**src/rtl/tdm_rx_pkg.sv**
```systemverilog
package tdm_rx_pkg;
  localparam int unsigned WORD_W_DEF = 16;
  localparam int unsigned SLOTS_DEF  = 4;
  localparam int unsigned SYNC_STAGES_DEF = 2;

  typedef struct packed {
    logic inv;
    logic dly;
    logic frame;
  } rx_cfg_t;
endpackage

```
**src/rtl/tdm_rx_sync.sv**
```systemverilog
module tdm_rx_sync #(
  parameter int unsigned W      = 3,
  parameter int unsigned STAGES = 2
) (
  input  logic         clk,
  input  logic         rst_n,
  input  logic [W-1:0] d_i,
  output logic [W-1:0] q_o
);
  logic [W-1:0] stg_q [STAGES];

  for (genvar s = 0; s < STAGES; s++) begin : g_stage
    if (s == 0) begin : g_first
      always_ff @(posedge clk or negedge rst_n) begin
        if (!rst_n) stg_q[s] <= '0;
        else        stg_q[s] <= d_i;
      end
    end else begin : g_rest
      always_ff @(posedge clk or negedge rst_n) begin
        if (!rst_n) stg_q[s] <= '0;
        else        stg_q[s] <= stg_q[s-1];
      end
    end
  end

  assign q_o = stg_q[STAGES-1];
endmodule

```
**src/rtl/tdm_rx_fscond.sv**
```systemverilog
module tdm_rx_fscond (
  input  logic clk,
  input  logic rst_n,
  input  logic bit_edge_i,
  input  logic fs_raw_i,
  input  logic inv_i,
  input  logic dly_i,
  output logic fs_o
);
  logic fs_lvl;
  logic fs_q, fs_n;

  assign fs_lvl = fs_raw_i ^ inv_i;

  always_comb begin
    fs_n = fs_q;
    if (bit_edge_i) fs_n = fs_lvl;
  end

  always_ff @(posedge clk or negedge rst_n) begin
    if (!rst_n) fs_q <= 1'b0;
    else        fs_q <= fs_n;
  end

  assign fs_o = dly_i ? fs_q : fs_lvl;
endmodule

```
**src/rtl/tdm_rx_deser.sv**
```systemverilog
module tdm_rx_deser #(
  parameter int unsigned WORD_W = 16,
  parameter int unsigned SLOTS  = 4
) (
  input  logic              clk,
  input  logic              rst_n,
  input  logic              bit_edge_i,
  input  logic              din_i,
  input  logic              fs_i,
  input  logic              frame_mode_i,
  output logic              vld_o,
  output logic [WORD_W-1:0] word_o,
  output logic              err_o
);
  localparam int unsigned FRAME_BITS = WORD_W * SLOTS;
  localparam int unsigned BCNT_W = $clog2(WORD_W);
  localparam int unsigned FCNT_W = $clog2(FRAME_BITS + 1);
  localparam logic [BCNT_W-1:0] LAST_BIT = BCNT_W'(WORD_W - 1);
  localparam logic [FCNT_W-1:0] FRAME_END = FCNT_W'(FRAME_BITS);

  logic [WORD_W-2:0] sh_q, sh_n;
  logic [BCNT_W-1:0] bcnt_q, bcnt_n;
  logic [FCNT_W-1:0] fcnt_q, fcnt_n;
  logic              act_q, act_n;
  logic              vld_q, vld_n;
  logic              err_q, err_n;
  logic [WORD_W-1:0] word_q, word_n;
  logic              start, shift;

  always_comb begin
    sh_n   = sh_q;
    bcnt_n = bcnt_q;
    fcnt_n = fcnt_q;
    act_n  = act_q;
    word_n = word_q;
    vld_n  = 1'b0;
    err_n  = 1'b0;
    start  = 1'b0;
    shift  = 1'b0;
    if (bit_edge_i) begin
      if (fs_i) begin
        start = 1'b1;
        err_n = act_q && (bcnt_q != '0);
      end else if (act_q && frame_mode_i && (fcnt_q == FRAME_END)) begin
        start = 1'b1;
        err_n = 1'b1;
      end else if (act_q) begin
        shift = 1'b1;
      end
    end
    if (start) begin
      sh_n   = {sh_q[WORD_W-3:0], din_i};
      bcnt_n = BCNT_W'(1);
      fcnt_n = FCNT_W'(1);
      act_n  = 1'b1;
    end else if (shift) begin
      sh_n = {sh_q[WORD_W-3:0], din_i};
      if (frame_mode_i) fcnt_n = fcnt_q + 1'b1;
      if (bcnt_q == LAST_BIT) begin
        vld_n  = 1'b1;
        word_n = {sh_q, din_i};
        bcnt_n = '0;
        if (!frame_mode_i) act_n = 1'b0;
      end else begin
        bcnt_n = bcnt_q + 1'b1;
      end
    end
  end

  always_ff @(posedge clk or negedge rst_n) begin
    if (!rst_n) begin
      sh_q   <= '0;
      bcnt_q <= '0;
      fcnt_q <= '0;
      act_q  <= 1'b0;
      vld_q  <= 1'b0;
      err_q  <= 1'b0;
      word_q <= '0;
    end else begin
      sh_q   <= sh_n;
      bcnt_q <= bcnt_n;
      fcnt_q <= fcnt_n;
      act_q  <= act_n;
      vld_q  <= vld_n;
      err_q  <= err_n;
      word_q <= word_n;
    end
  end

  assign vld_o  = vld_q;
  assign word_o = word_q;
  assign err_o  = err_q;
endmodule

```
**src/rtl/tdm_rx_hold.sv**
```systemverilog
module tdm_rx_hold #(
  parameter int unsigned WORD_W = 16
) (
  input  logic              clk,
  input  logic              rst_n,
  input  logic              push_i,
  input  logic [WORD_W-1:0] word_i,
  input  logic              rd_i,
  output logic [WORD_W-1:0] data_o,
  output logic              full_o,
  output logic              ovr_o
);
  logic [WORD_W-1:0] data_q, data_n;
  logic              full_q, full_n;
  logic              ovr_q, ovr_n;

  always_comb begin
    data_n = data_q;
    full_n = full_q;
    ovr_n  = ovr_q;
    if (push_i) begin
      data_n = word_i;
      full_n = 1'b1;
      if (full_q && !rd_i) ovr_n = 1'b1;
      else if (rd_i)       ovr_n = 1'b0;
    end else if (rd_i) begin
      full_n = 1'b0;
      ovr_n  = 1'b0;
    end
  end

  always_ff @(posedge clk or negedge rst_n) begin
    if (!rst_n) begin
      data_q <= '0;
      full_q <= 1'b0;
      ovr_q  <= 1'b0;
    end else begin
      data_q <= data_n;
      full_q <= full_n;
      ovr_q  <= ovr_n;
    end
  end

  assign data_o = data_q;
  assign full_o = full_q;
  assign ovr_o  = ovr_q;
endmodule

```
**src/rtl/tdm_rx.sv**
```systemverilog
module tdm_rx
  import tdm_rx_pkg::*;
#(
  parameter int unsigned WORD_W      = WORD_W_DEF,
  parameter int unsigned SLOTS       = SLOTS_DEF,
  parameter int unsigned SYNC_STAGES = SYNC_STAGES_DEF
) (
  input  logic              clk,
  input  logic              rst_n,
  input  logic              bclk_i,
  input  logic              sdata_i,
  input  logic              fsync_i,
  input  logic              sync_inv_i,
  input  logic              sync_dly_i,
  input  logic              frame_mode_i,
  input  logic              rd_i,
  output logic [WORD_W-1:0] word_o,
  output logic              word_full_o,
  output logic              ferr_o,
  output logic              overrun_o
);
  logic        rst_meta_q, rst_int_n;
  rx_cfg_t     cfg;
  logic [2:0]  pins_s;
  logic        bclk_s, din_s, fs_s;
  logic        bclk_prev_q;
  logic        bit_edge;
  logic        fs_int;
  logic        word_vld;
  logic [WORD_W-1:0] word_asm;

  always_ff @(posedge clk or negedge rst_n) begin
    if (!rst_n) begin
      rst_meta_q <= 1'b0;
      rst_int_n  <= 1'b0;
    end else begin
      rst_meta_q <= 1'b1;
      rst_int_n  <= rst_meta_q;
    end
  end

  assign cfg = '{inv: sync_inv_i, dly: sync_dly_i, frame: frame_mode_i};

  tdm_rx_sync #(.W(3), .STAGES(SYNC_STAGES)) u_sync (
    .clk   (clk),
    .rst_n (rst_int_n),
    .d_i   ({bclk_i, sdata_i, fsync_i}),
    .q_o   (pins_s)
  );
  assign {bclk_s, din_s, fs_s} = pins_s;

  always_ff @(posedge clk or negedge rst_int_n) begin
    if (!rst_int_n) bclk_prev_q <= 1'b0;
    else            bclk_prev_q <= bclk_s;
  end
  assign bit_edge = bclk_prev_q & ~bclk_s;

  tdm_rx_fscond u_fscond (
    .clk        (clk),
    .rst_n      (rst_int_n),
    .bit_edge_i (bit_edge),
    .fs_raw_i   (fs_s),
    .inv_i      (cfg.inv),
    .dly_i      (cfg.dly),
    .fs_o       (fs_int)
  );

  tdm_rx_deser #(.WORD_W(WORD_W), .SLOTS(SLOTS)) u_deser (
    .clk          (clk),
    .rst_n        (rst_int_n),
    .bit_edge_i   (bit_edge),
    .din_i        (din_s),
    .fs_i         (fs_int),
    .frame_mode_i (cfg.frame),
    .vld_o        (word_vld),
    .word_o       (word_asm),
    .err_o        (ferr_o)
  );

  tdm_rx_hold #(.WORD_W(WORD_W)) u_hold (
    .clk    (clk),
    .rst_n  (rst_int_n),
    .push_i (word_vld),
    .word_i (word_asm),
    .rd_i   (rd_i),
    .data_o (word_o),
    .full_o (word_full_o),
    .ovr_o  (overrun_o)
  );
endmodule

```
**config.mk**
```make
export PLATFORM = sky130hd
export DESIGN_NAME = tdm_rx
export DESIGN_NICKNAME = d
export VERILOG_FILES = /design/src/rtl/tdm_rx_pkg.sv /design/src/rtl/tdm_rx_sync.sv /design/src/rtl/tdm_rx_fscond.sv /design/src/rtl/tdm_rx_deser.sv /design/src/rtl/tdm_rx_hold.sv /design/src/rtl/tdm_rx.sv
export SDC_FILE = /design/constraint.sdc
export NUM_CORES = 1
export LEC_CHECK = 0
export BUFFER_PORTS_ARGS = -buffer_cell sky130_fd_sc_hd__buf_2
export CAP_MARGIN = 20
export CELL_PAD_IN_SITES_DETAIL_PLACEMENT = 1
export CELL_PAD_IN_SITES_GLOBAL_PLACEMENT = 2
export CORE_UTILIZATION = 40
export CTS_CLUSTER_DIAMETER = 150
export CTS_CLUSTER_SIZE = 16
export DETAILED_ROUTE_END_ITERATION = 8
export PLACE_DENSITY_LB_ADDON = 0.15
export SLEW_MARGIN = 0
export SYNTH_ARGS = -nofsm -noshare
export SYNTH_HDL_FRONTEND = slang
export SYNTH_SLANG_ARGS = --single-unit
```
**constraint.sdc**
```tcl
create_clock -name clk -period 2.7 [get_ports clk]
set_clock_uncertainty 0.1 [all_clocks]
set_input_delay 0.135 -clock clk [delete_from_list [all_inputs] [get_ports clk]]
set_output_delay 0.135 -clock clk [all_outputs]
set_load 0.1 [all_outputs]
```
-- Yosys cells after proc, flatten, opt, wreduce, memory -nomap -nowiden
Index checks and enable logic that the tools add are counted.
- bits in registers: 73
- input port bits: 9
- output and inout port bits: 19
- logic and storage cells: 68
- $add $sub $neg: 2
- equality and inequality tests: 3
- mux-type cells: 30
- bitwise operators: 4
- reductions and logical operators: 13
- operators by type and width (cell ; count):
    15-bit two-way mux ; 2
    1-bit two-way mux ; 22
    7-bit two-way mux ; 3
    4-bit two-way mux ; 3
    2-bit nonzero test ; 4
    7-bit by 1-bit adder with 7-bit output, second input constant ; 1
    7-bit == test, second input constant ; 1
    3-bit AND reduction ; 2
    4-bit by 1-bit adder with 4-bit output, second input constant ; 1
    4-bit == test, second input constant ; 1
    1-bit logical AND ; 4
    4-bit nonzero test ; 1
    2-bit by 1-bit != test with 1-bit output, second input constant ; 1
    1-bit NOT ; 2
    2-bit AND reduction ; 1
    1-bit AND ; 1
    1-bit zero test ; 1
    1-bit bitwise XOR ; 1

-- Longest topological paths before layout
- depth in word-level cells: 7
- mapped depth: 8
- gate-level depth less buffers: 6

-- Modules after synthesis
Synthesis repeated with hierarchy kept, for this count alone.
- cell total of the unflattened synthesis: 200
- area total of the unflattened synthesis: 3017.9 µm²
- modules (own cells, without submodules) (module ; instances ; cells an instance ; area each (µm²) ; sequential area each (µm²)):
    tdm_rx_deser ; 1 ; 140 ; 1983.2 ; 1126.1
    tdm_rx_hold ; 1 ; 40 ; 713.2 ; 450.4
    tdm_rx_sync ; 1 ; 9 ; 172.7 ; 150.1
    tdm_rx ; 1 ; 5 ; 92.6 ; 75.1
    tdm_rx_fscond ; 1 ; 6 ; 56.3 ; 25.0

-- Least setup slack after synthesis
OpenSTA, ideal clock, no wires.
- path kind: register to register
- from: reg u_deser.fcnt_q[5]
- to: reg u_deser.word_q[10], in the netlist u_deser.word_o[10]
- setup time: 0.125 ns
- arrival: 1.986 ns
- required time: 2.475 ns
- setup slack: 0.489 ns
- cell stages (with the launch flop): 7
- path buffers: 2
- cell sequence: dfrtp_1 -> or4b_1 -> or4_1 -> buf_6 -> nand3b_4 -> buf_12 -> mux2_4
- cells in the longest elaborated chain, start to end: 7
- elaborated cells on any way between the ends: 10
- classes of those cells: eq/ne: 1; mux: 6; bitwise: 1; reduce/logical: 2
- ends and longest elaborated chain (item ; line ; source):
    start: declaration ; tdm_rx_deser.sv:23 ; logic [FCNT_W-1:0] fcnt_q, fcnt_n;
    start signal: assignment ; tdm_rx_deser.sv:82 ; fcnt_q <= fcnt_n;
    7-bit == test (*) ; tdm_rx_deser.sv:44 ; end else if (act_q && frame_mode_i && (fcnt_q == FRAME_END)) begin
    1-bit logical AND (*) ; tdm_rx_deser.sv:44 ;
    1-bit two-way mux ; tdm_rx_deser.sv:44 ;
    1-bit two-way mux ; tdm_rx_deser.sv:41 ; if (fs_i) begin
    1-bit two-way mux ; tdm_rx_deser.sv:40 ; if (bit_edge_i) begin
    1-bit NOT (no line) ; - ;
    3-bit AND reduction (no line) (*) ; - ;
    end signal: assignment ; tdm_rx_deser.sv:86 ; word_q <= word_n;
    end: declaration ; tdm_rx_deser.sv:27 ; logic [WORD_W-1:0] word_q, word_n;
Mark *: on every way between the ends. The rest lies on a longest branch, timed or not.
A chain may end at the register's enable or synchronous reset.

-- Worst setup path after layout
- from: reg u_deser.fcnt_q[4]
- to: reg u_deser.word_q[4], in the netlist u_deser.word_o[4]
The elaborated chain is that of the path after synthesis.

==> qor.json <==
{
  "grt_start_max_net_pins": 49,
  "ys_dominant_reg_cell": "dfrtp_1",
  "clock-root-buffer": "clkbuf_8",
  "area_added_between_synthesis_and_finish_pct": 16.7,
  "yosys.area.top_type_share_pct": 62.0,
  "critPathMaxFanout": 16,
  "cts.repair.resized": 0,
  "clock_tree.buffer_depth": 2,
  "achievable-frequency_mhz": 412,
  "tightestPinTransition_ps": 807,
  "period_share_pct": 89.9,
  "power.share.sequential_pct": 53.2,
  "preCtsSetupSlack_ps": 270,
  "timing_max_transition_violations_final": 0,
  "final-seq-area_mm2": 0.00183,
  "layout-drive-gt1-share_pct": 38.2,
  "p_int_uw": 1890,
  "filler_instances": 706,
  "route.final.wire_length_mm": 5.33,
  "cts_made_buffers": 9,
  "yosys_register_bits": 73,
  "h-tree-depth": 3,
  "max_slew_margin_pct": 44.7,
  "yosys-top-cells-area": "dfrtp_1 62%, mux2_2 14%, mux2_4 5.1%, ha_1 1.7%, nor2_1 1.4%",
  "die_width_um": 87.8,
  "cts_tree": "built",
  "clkTransAtPathRegs_ps": 80,
  "synth_common_cells": "73 x dfrtp_1, 37 x mux2_2, 11 x nor2_1",
  "fin_util_pct": 49.5,
  "power.combinational.fraction_pct": 10.4,
  "grt_usage_pct": 16.4,
  "core_area_mm2": 0.00694,
  "final_setup_fails": 0,
  "cp.required_ps": 2830,
  "antenna_cells": 0,
  "worstHoldPathType": "input pin to register",
  "worstSkewPairLatency_ps": 340,
  "timing.setup.tns_ps": 0,
  "ys_warn_count": 0,
  "synth_seq_area_share_pct": 62.0,
  "synth_top_cell_by_area": "dfrtp_1",
  "synth.avg_cell_area_um2": 14.3,
  "grt_pass1_vias": 1862,
  "timing.critical_path.arrival_ps": 2560,
  "p_leak_uw": 0.00174,
  "fin_nets": 257,
  "power_density_mw_per_mm2": 738,
  "io_buffer_count": 27,
  "post-route-drc-count": 0,
  "grt_setup_unrepaired": "no",
  "synthMostInstantiatedCell": "dfrtp_1",
  "hold_ws_ps": 23.7,
  "synth-edff-count": 0,
  "setup_ws_ps": 274,
  "syn-cell-area_mm2": 0.00295,
  "drt_first_iter_violations": 99,
  "ys_types": 38,
  "effective_utilization_at_floorplan_pct": 42.5,
  "post_cts_hold_buffer_count": 6,
  "antenna_found_initial": 0,
  "dr_total_vias": 1698,
  "first_pass_grt_wire_length_mm": 9.27,
  "postCtsSetupRepairBufs": 0,
  "p_clk_share_pct": 36.3,
  "power_switching_share_pct": 25.5,
  "critical_path.startpoint_type": "register",
  "detailed_place.area_mm2": 0.00317,
  "via_density_per_instance": 4.92,
  "postSynthCellCount": 206,
  "num_io_pins": 28,
  "result_of_the_run": "completed",
  "syn-num-nets": 219,
  "ant_nets": 0,
  "finalWeightedCongestion": 0.761,
  "floorplan.die.height_um": 87.8,
  "cts.sink_count": 73,
  "routed_wire_length_per_instance_um": 15.4,
  "power.switching_uw": 647,
  "globalRouteOverflowTotal": 0,
  "final_design_area_no_fill_mm2": 0.00344,
  "max-cap-violations": 0,
  "finalHoldViolations": 0,
  "worst-setup-path-type": "register to register",
  "timing.critical_path.to_type": "register",
  "final_period_minus_worst_setup_slack_ps": 2430,
  "post-dp-hpwl_mm": 3.63,
  "floorplan.die_area_mm2": 0.00772,
  "multi_input_comb_area_mm2": 0.00103,
  "power.ir.vdd_worst_mv": 0.289,
  "number_of_placement_rows": 30,
  "detail_route.first_pass.iterations": 4,
  "synth-async-reset-ratio_pct": 100
}
==> flip-flops by register name, summed over array words and instances (netlist names) <==
name            cells
u_deser.bcnt_q      4
u_deser.word_o     16
u_hold.data_o      16
u_sync.q_o          3
u_deser.act_q       1
rst_int_n           1
u_hold.full_o       1
u_deser.vld_o       1
u_sync.stg_q        3
u_deser.err_o       1
u_hold.ovr_o        1
u_deser.sh_q       15
rst_meta_q          1
bclk_prev_q         1
u_deser.fcnt_q      7
u_fscond.fs_q       1
==> power groups by stage <==
stage / logic [uW] / registers [uW] / clock network (uW)
floorplan: 189 / 1350 / 0
global placement: 245 / 1360 / 0
detailed placement: 260 / 1370 / 0
CTS: 270 / 1350 / 954
global route: 299 / 1370 / 1000
finish: 264 / 1350 / 922
==> area by class of cell <==
type	instances	area share, %
Sequential cell	73	53.1
Multi-Input combinational cell	118	30.0
Timing Repair Buffer	35	6.47
Clock buffer	11	3.82
Tap cell	96	3.49
Clock inverter	5	2.36
Inverter	7	0.764
==> per-stage QoR <==
stage	power, uW	std cells
2_1_floorplan	1530	206
3_3_place_gp	1600	323
3_5_place_dp	1630	323
4_1_cts	2580	345
5_1_grt	2670	345
6_report	2540	345
==> logic make-up after synthesis <==
family / count (synthesis) / share of synthesized area [%]
multiplexers: 49 / 19.9
flip-flops: 73 / 62.0
AO/OA/AOI/OAI: 15 / 3.52
XOR/XNOR: 6 / 1.78
buffers and inverters: 15 / 3.06
other: 1 / 0.127
AND/OR/NAND/NOR: 43 / 7.94
adder cells (fa/ha/maj): 4 / 1.70
==> placed cells by master (no fill, tap or decap), types with 2 or more instances in the layout <==
cell / count
o21ai_0: 2
mux2_2: 37
nor2b_1: 2
nand4_1: 3
clkbuf_1: 2
mux2i_1: 2
ha_1: 4
inv_1: 7
clkbuf_8: 9
or3_1: 2
buf_2: 27
nor3_1: 2
nand2b_1: 2
dfrtp_1: 72
nand2_1: 10
bufinv_16: 2
dlygate4sd3_1: 6
xnor2_1: 4
nor2_1: 11
nand3_1: 5
mux2_4: 10
a21oi_1: 6
xor2_1: 2
==> per-layer routing <==
metal | track usage [%] | share of wire [%]
met5 | 0 | 0
met4 | 4.92 | 0.64
met3 | 5.66 | 3.4
met2 | 26.5 | 51
met1 | 20.8 | 45
==> worst max-delay path: stages (launching register included) <==
cell and delay (ps):
dfrtp_1 420, or4b_1 510, or4_1 580, nand3b_4 330, mux2_2 380
==> final timing paths <==
check,startpoint,end,slack [ps],cells after the start
worst max-delay path,u_deser.fcnt_q[4],u_deser.word_o[4],270,4
worst min-delay path,frame_mode_i,u_deser.fcnt_q[1],20,3
max in group asynchronous,rst_int_n,u_deser.word_o[14],1700,1
worst min register to register,rst_int_n,u_sync.stg_q[3],160,0
worst max register to register,u_deser.fcnt_q[4],u_deser.word_o[4],270,4
min in group asynchronous,rst_int_n,u_sync.stg_q[3],160,0
Power figures use the tool's default switching activity.
